**config.mk**
```make
export PLATFORM = sky130hd
export DESIGN_NAME = cmp_restart_timer
export DESIGN_NICKNAME = d
export VERILOG_FILES = /design/src/rtl/tmr_pkg.sv /design/src/rtl/tmr_tick_sel.sv /design/src/rtl/tmr_counter.sv /design/src/rtl/tmr_regs.sv /design/src/rtl/cmp_restart_timer.sv
export SDC_FILE = /design/constraint.sdc
export NUM_CORES = 1
export LEC_CHECK = 0
export ABC_AREA = 0
export BUFFER_PORTS_ARGS = -buffer_cell sky130_fd_sc_hd__buf_2
export CAP_MARGIN = 20
export CORE_MARGIN = 2
export CORE_UTILIZATION = 25
export CTS_CLUSTER_DIAMETER = 100
export DETAILED_ROUTE_END_ITERATION = 6
export PLACE_DENSITY = 0.53
export RECOVER_POWER = 25
export SLEW_MARGIN = 20
export SYNTH_ARGS = -nofsm -noshare
export SYNTH_HDL_FRONTEND = slang
export SYNTH_SLANG_ARGS = --single-unit
```
**constraint.sdc**
```tcl
create_clock -name clk -period 3.1 [get_ports clk]
set_clock_uncertainty 0.2 [all_clocks]
set_input_delay 0.465 -clock clk [delete_from_list [all_inputs] [get_ports clk]]
set_output_delay 0.465 -clock clk [all_outputs]
set_load 0.1 [all_outputs]
```
**src/rtl/tmr_pkg.sv**
```systemverilog
package tmr_pkg;
   localparam int unsigned ADDR_W = 2;

   localparam logic [ADDR_W-1:0] REG_CTRL = 2'd0;
   localparam logic [ADDR_W-1:0] REG_CMP  = 2'd1;
   localparam logic [ADDR_W-1:0] REG_CNT  = 2'd2;
   localparam logic [ADDR_W-1:0] REG_STAT = 2'd3;

   localparam logic [2:0] SRC_PERIPH = 3'b001;
   localparam logic [2:0] SRC_FAST   = 3'b010;
   localparam logic [2:0] SRC_SLOW   = 3'b100;

   localparam int unsigned CTRL_W = 5;

   typedef struct packed {
      logic [2:0] src;
      logic       free_run;
      logic       enable;
   } ctrl_t;
endpackage

```
**src/rtl/tmr_tick_sel.sv**
```systemverilog
module tmr_tick_sel
   import tmr_pkg::*;
(
   input  logic [2:0] src,
   input  logic       tick_periph,
   input  logic       tick_fast,
   input  logic       tick_slow,
   output logic       tick
);
   always_comb begin
      unique case (src)
         SRC_PERIPH: tick = tick_periph;
         SRC_FAST:   tick = tick_fast;
         SRC_SLOW:   tick = tick_slow;
         default:    tick = 1'b0;
      endcase
   end
endmodule

```
**src/rtl/tmr_counter.sv**
```systemverilog
module tmr_counter #(
   parameter int unsigned CNT_W = 32
) (
   input  logic             clk,
   input  logic             rst_n,
   input  logic             start,
   input  logic             enable,
   input  logic             free_run,
   input  logic             tick,
   input  logic [CNT_W-1:0] cmp,
   output logic [CNT_W-1:0] cnt,
   output logic             match_set
);
   logic step;
   logic hit;

   assign step      = enable && tick;
   assign hit       = step && (cnt == cmp);
   assign match_set = hit;

   always_ff @(posedge clk) begin
      if (!rst_n) begin
         cnt <= '0;
      end else if (start) begin
         cnt <= '0;
      end else if (step) begin
         if (hit && !free_run) cnt <= '0;
         else                  cnt <= cnt + 1'b1;
      end
   end
endmodule

```
**src/rtl/tmr_regs.sv**
```systemverilog
module tmr_regs
   import tmr_pkg::*;
#(
   parameter int unsigned DATA_W = 32,
   parameter int unsigned CNT_W  = 32
) (
   input  logic              clk,
   input  logic              rst_n,
   input  logic              wr_en,
   input  logic [ADDR_W-1:0] addr,
   input  logic [DATA_W-1:0] wdata,
   input  logic              flag_set,
   input  logic [CNT_W-1:0]  cnt,
   output ctrl_t             ctrl,
   output logic [CNT_W-1:0]  cmp,
   output logic              flag,
   output logic              start,
   output logic [DATA_W-1:0] rdata
);
   logic wr_ctrl, wr_cmp, wr_stat;

   assign wr_ctrl = wr_en && (addr == REG_CTRL);
   assign wr_cmp  = wr_en && (addr == REG_CMP);
   assign wr_stat = wr_en && (addr == REG_STAT);
   assign start   = wr_ctrl && wdata[0] && !ctrl.enable;

   always_ff @(posedge clk) begin
      if (!rst_n) begin
         ctrl <= '0;
         cmp  <= '0;
         flag <= 1'b0;
      end else begin
         if (wr_ctrl) ctrl <= ctrl_t'(wdata[CTRL_W-1:0]);
         if (wr_cmp)  cmp  <= wdata[CNT_W-1:0];
         if (flag_set)                flag <= 1'b1;
         else if (wr_stat && wdata[0]) flag <= 1'b0;
      end
   end

   always_comb begin
      rdata = '0;
      unique case (addr)
         REG_CTRL: rdata[CTRL_W-1:0] = ctrl;
         REG_CMP:  rdata[CNT_W-1:0]  = cmp;
         REG_CNT:  rdata[CNT_W-1:0]  = cnt;
         default:  rdata[0]          = flag;
      endcase
   end
endmodule

```
**src/rtl/cmp_restart_timer.sv**
```systemverilog
module cmp_restart_timer
   import tmr_pkg::*;
#(
   parameter int unsigned DATA_W = 32,
   parameter int unsigned CNT_W  = 32
) (
   input  logic              clk,
   input  logic              rst_n,
   input  logic              wr_en,
   input  logic [1:0]        addr,
   input  logic [DATA_W-1:0] wdata,
   output logic [DATA_W-1:0] rdata,
   input  logic              tick_periph,
   input  logic              tick_fast,
   input  logic              tick_slow,
   output logic              match_flag
);
   generate
      if (CNT_W < 2 || CNT_W > DATA_W) begin : g_bad_cnt_w
         $error("CNT_W must lie in 2..DATA_W");
      end
      if (DATA_W < CTRL_W) begin : g_bad_data_w
         $error("DATA_W too narrow for control field");
      end
   endgenerate

   ctrl_t            ctrl_q;
   logic [CNT_W-1:0] cmp_q;
   logic [CNT_W-1:0] cnt_q;
   logic             sel_tick;
   logic             start_pulse;
   logic             hit_set;

   tmr_regs #(.DATA_W(DATA_W), .CNT_W(CNT_W)) u_regs (
      .clk(clk), .rst_n(rst_n), .wr_en(wr_en), .addr(addr), .wdata(wdata),
      .flag_set(hit_set), .cnt(cnt_q), .ctrl(ctrl_q), .cmp(cmp_q),
      .flag(match_flag), .start(start_pulse), .rdata(rdata)
   );

   tmr_tick_sel u_sel (
      .src(ctrl_q.src), .tick_periph(tick_periph), .tick_fast(tick_fast),
      .tick_slow(tick_slow), .tick(sel_tick)
   );

   tmr_counter #(.CNT_W(CNT_W)) u_cnt (
      .clk(clk), .rst_n(rst_n), .start(start_pulse), .enable(ctrl_q.enable),
      .free_run(ctrl_q.free_run), .tick(sel_tick), .cmp(cmp_q),
      .cnt(cnt_q), .match_set(hit_set)
   );
endmodule

```
; After elaboration in Yosys (flattened, before gate mapping)
; Cells that the tools add are included.
[word_totals]
ff_bits = 70
input_bits = 40
out_inout_bits = 33
[op_classes]
n_addsub = 1
n_eq_ne = 7
mux = 7
n_bitwise = 1
n_reduce_logical = 14
[ops]
columns = cell, count
row1 = $pmux 27 s2, 1
row2 = $add 32x1->32 const B, 1
row3 = $eq 32x32->1, 1
row4 = $mux 32, 1
row5 = $pmux 4 s3, 1
row6 = $logic_and 1x1->1, 9
row7 = $pmux 1 s3, 2
row8 = $eq 2x2->1 const B, 2
row9 = $eq 3x1->1 const B, 1
row10 = $eq 3x2->1 const B, 1
row11 = $eq 3x3->1 const B, 1
row12 = $eq 2x1->1 const B, 1
row13 = $logic_not 1->1, 2
row14 = $logic_not 2->1, 1
row15 = $mux 1, 2
row16 = $reduce_bool 2->1, 1
row17 = $reduce_or 2->1, 1
row18 = $not 1->1, 1

; Longest topological paths before layout
[logic_depth]
word_depth = 6
depth_mapped = 8
mapped_depth_nobuf = 7

; Modules after synthesis
; Synthesis repeated with hierarchy kept, for this count alone.
[hier_totals]
hier_cells = 489
area_unflattened_um2 = 4362.9
[by_module_without_submodules]
columns = mod, n_inst, cells_each, area_per_inst_um2, seq_area_each_um2
row1 = tmr_regs, 1, 254, 2202.1, 760.7
row2 = tmr_counter, 1, 230, 2129.5, 640.6
row3 = tmr_tick_sel, 1, 5, 31.3, 0.0

; Worst setup path before layout
; OpenSTA, ideal clock, no wires.
[synth_timing]
kind = input to output
from = input port addr[1]
to = output port rdata[0]
arrival_ps = 2741
required_ps = 2435
path_slack_ps = -306
path_stages = 6
path_buffers = 2
cell_sequence = inv_1 -> ha_1 -> clkbuf_1 -> clkbuf_1 -> a222oi_1 -> mux2i_1
[synth_via]
elab_chain_cells = 2
word_cells_on_any_way = 4
classes_between = eq/ne: 2 / mux: 1 / reduce/logical: 1
[synth_rtl]
columns = element, line_no
row1 = start: declaration, cmp_restart_timer.sv:10  ; input logic [1:0] addr,
row2 = "$eq 2x2->1, or another cell as far along", tmr_regs.sv:42  ; unique case (addr)
row3 = $pmux 1 s3 *, tmr_regs.sv:42
row4 = end: declaration, cmp_restart_timer.sv:12  ; output logic [DATA_W-1:0] rdata,
; Every way passes the cells marked *; elsewhere a longest branch is shown, timed or not.

; Worst setup path after layout
[layout_timing]
from = input port addr[1]
to = output port rdata[29]
[layout_via]
elab_chain_cells = 2
word_cells_on_any_way = 3
classes_between = eq/ne: 2 / mux: 1
[layout_rtl]
columns = element, line_no
row1 = $eq 2x2->1 or $eq 2x1->1 (tied branches), tmr_regs.sv:42
row2 = $pmux 27 s2 *, tmr_regs.sv:42
; Marks and branches as above.

==> flow_summary.toml <==
[drt]
wire_per_inst_um = 15.83
wirelength_mm = 12.13
route.detailed.drc = 0
detail-route-antenna-nets = 0
avgViaCountPerCell = 4.909
drtPass1Iterations = 5
drt_iter0_drc = 298
vias = 3760

[worst_setup_path]
worstPathCellList = "clkbuf_1, inv_1, ha_1, clkbuf_1, a22oi_1, nor2b_1, buf_12"
max_stage_delay_ns = 0.56
crit_family = "buffers and inverters"
reg2reg_to = "u_cnt.cnt[25]"
startpoint_type = "input pin"
crit_arrival_ns = 2.10
reg2regPathDepth = 5
crit_buf_inv = 4
reg2reg_from = "u_regs.ctrl[2]"
worstSetupPathType = "input pin to primary output"
slowest_stage = "clkbuf_1"
cp_common_cell = "clkbuf_1"
crit_fanout = 16
r2r_slack_ns = 0.54
endpoint_kind = "primary output"
worstPathRequired_ns = 2.43

[power]
power_switching_uw = 552.4
p_leak_nw = 2.046
powerDensity_nw_per_um2 = 442.1
intPower_mw = 1.893
pwr-share-comb_pct = 9.3
seq_power_share_pct = 38.2
irDropWorstVdd_mv = 0.2610
swShare_pct = 22.59
clock_power_share_pct = 52.5

[clock_tree]
cts_tree = "built"
htreeDepth = 3
cts.sinks = 70
post_cts_buffers = 0
cts_hold_buffers = 0
clkLatencyLatePin_ns = 0.33
clkTransAtPathRegs_ns = 0.06
cts-root-buf = "clkbuf_16"
cts_max_path_buffers = 2
numCtsBuffers = 9
cts_resized = 0

[die]
die_h_um = 130.7
die_w_um = 130.7
coreArea_um2 = 15770
initial_core_util_pct = 25.45
ios = 73
row_count = 46
die-area_um2 = 17090

[final_layout]
nets = 590
seq_area_um2 = 1401
n_fill_cell = 1659
final_util_pct = 35.08
final_area_um2 = 5532
multi_input_area_um2 = 2514
post_route_cells_drive_above_1_share_pct = 26.36
syn_to_final_growth_pct = 37.81
n_antenna_cell = 0

[yosys]
synth-async-reset-ratio_pct = 0
synth_edf_count = 0
syn_nets = 531
synthXorXnorAreaFrac_pct = 10.04
syn_area_um2 = 4014
yosys.area_share.simple_pct = 27.09
synth_compound_area_share_pct = 21.48
yosys_warnings = 0
avgSynthCellArea_um2 = 8.259
ys_ff_latch = 70
yosysSeqAreaShare_pct = 34.91
syn-instance-count = 486
synth-adder-area-share_pct = 1.559
yosysTopAreaCell = "dfxtp_1"
synth_cell_types = 39
synth_area_leaders = "dfxtp_1 35%, xor2_1 9.8%, nand2_1 7.8%"
synth_top_area_share_pct = 34.91
muxShareOfSynthArea_pct = 0.2494
synth_top_family_by_area = "simple AND/OR/NAND/NOR gates"
synthFlopType = "dfxtp_1"

[timing]
setup-tns-final_ns = 0
clock.fmax_ghz = 0.3612
post-route-min-period_ns = 2.768
final-setup-viol-count = 0
rsz0062_at_grt = "no"
worstMarginPinSlew_ns = 1.158
period_share_pct = 89.30
slew_violations = 0
hold_viol = 0
max_slew_margin_pct = 23.12

[placement]
io_buffers = 72
placed_area_um2 = 5172
place_hpwl_mm = 8.992
gp_congestion = 0.8266

[global_route]
grt_use_total_pct = 14.91
grt_antenna_before_repair = 0
grt_pass1_wl_mm = 19.75
grt_max_degree = 40
grt_overflow_total = 0
first_global_vias = 3712

[worst_hold_path]
whs_endpoint = "u_regs.cmp[7]"
hp-class = "input pin to register"
hold_path_depth = 3
hp-start = "wdata[7]"

[job]
cap_violations = 0

[outcome]
outcome = "finished, final reports clean"
-- per-stage QoR --
stage	worst slack, ns	hold slack, ns	instances	power [mW]
floorplan	0.1421	0.2676	486	1.089
global placement	0.4530	0.2848	750	1.180
detailed placement	0.3945	0.2895	750	1.183
CTS	0.4674	0.1771	766	2.462
global route	0.1804	0.1888	766	2.525
finish	0.3316	0.1823	766	2.446
-- cells by family after synthesis --
logic type               count (synthesis)
flip-flops                              70
XOR/XNOR                                46
AND/OR/NAND/NOR                        207
adder cells (fa/ha/maj)                  5
AO/OA/AOI/OAI                          109
buffers and inverters                   48
multiplexers                             1
-- layout make-up --
type	instances	share of cell area, %
timing repair buffer	87	17.01
clock buffer	10	4.320
inverter	9	0.6107
clock inverter	6	2.398
tap	216	4.886
multi-input combinational	368	45.44
sequential	70	25.33
-- synth_stat cells (all sizes together) (2+ instances only) --
| master | number |
|---|---|
| inv | 9 |
| nand2 | 83 |
| buf | 6 |
| or4 | 6 |
| a21oi | 2 |
| a21boi | 37 |
| and2 | 3 |
| and4 | 4 |
| clkbuf | 33 |
| nor3 | 16 |
| o21ai | 12 |
| a222oi | 5 |
| dfxtp | 70 |
| xor2 | 45 |
| or3 | 11 |
| nor2b | 27 |
| a22oi | 27 |
| nand4 | 16 |
| nand3 | 17 |
| nor4 | 9 |
| nor2 | 6 |
| o31ai | 7 |
| ha | 5 |
| and3 | 4 |
| nand4b | 2 |
| a211oi | 16 |
-- worst register-to-register path: stages, from the launching register on --
cell and delay (ns):
dfxtp_1 0.36, or3b_4 0.46, a21oi_4 0.28, nand4_2 0.37
or4_1 0.60, a211oi_2 0.22
-- cell usage in the layout (no fill, tap or decap), types with 11 or more instances in the layout --
| master | count |
|---|---|
| buf_12 | 32 |
| buf_4 | 12 |
| nand4_1 | 14 |
| nor3_1 | 16 |
| nand3_1 | 17 |
| a22oi_1 | 27 |
| buf_2 | 38 |
| nor2b_2 | 25 |
| or3_1 | 11 |
| dfxtp_1 | 70 |
| xor2_1 | 45 |
| nand2_1 | 83 |
| a21boi_0 | 37 |
| o21ai_0 | 11 |
-- routing by layer --
layer | vias up | global-route usage (%) | part of all wire, %
met5 | - | 0 | 0
met4 | 0 | 5.194 | 1.8
met3 | 16 | 2.402 | 4.4
met2 | 102 | 23.04 | 46
met1 | 1789 | 21.10 | 48
li1 | 1853 | - | -
-- how the worst max path moves through the flow --
stage | from | cells past startpoint | end | slack (ns)
floorplan | addr[1] | 6 | rdata[0] | 0.14
CTS | addr[0] | 6 | rdata[9] | 0.47
finish | addr[1] | 7 | rdata[29] | 0.33
global route | addr[1] | 7 | rdata[29] | 0.18
detailed placement | tick_slow | 6 | u_cnt.cnt[27] | 0.39
global placement | tick_slow | 6 | u_cnt.cnt[29] | 0.45
-- state kept, by name (all words and copies together), names as in the netlist --
signal	count
u_cnt.cnt	32
u_regs.ctrl	5
u_regs.cmp	32
u_regs.flag	1
-- power groups by stage --
stage                     sequential, mW  clock [mW]  combinational (mW)
final                              0.934        1.28               0.228
after global routing               0.936        1.34               0.248
after CTS                          0.934        1.30               0.230
after detailed placement           0.954           0               0.230
after global placement             0.953           0               0.227
after floorplan                    0.948           0               0.141
Power figures use the tool's default switching activity.
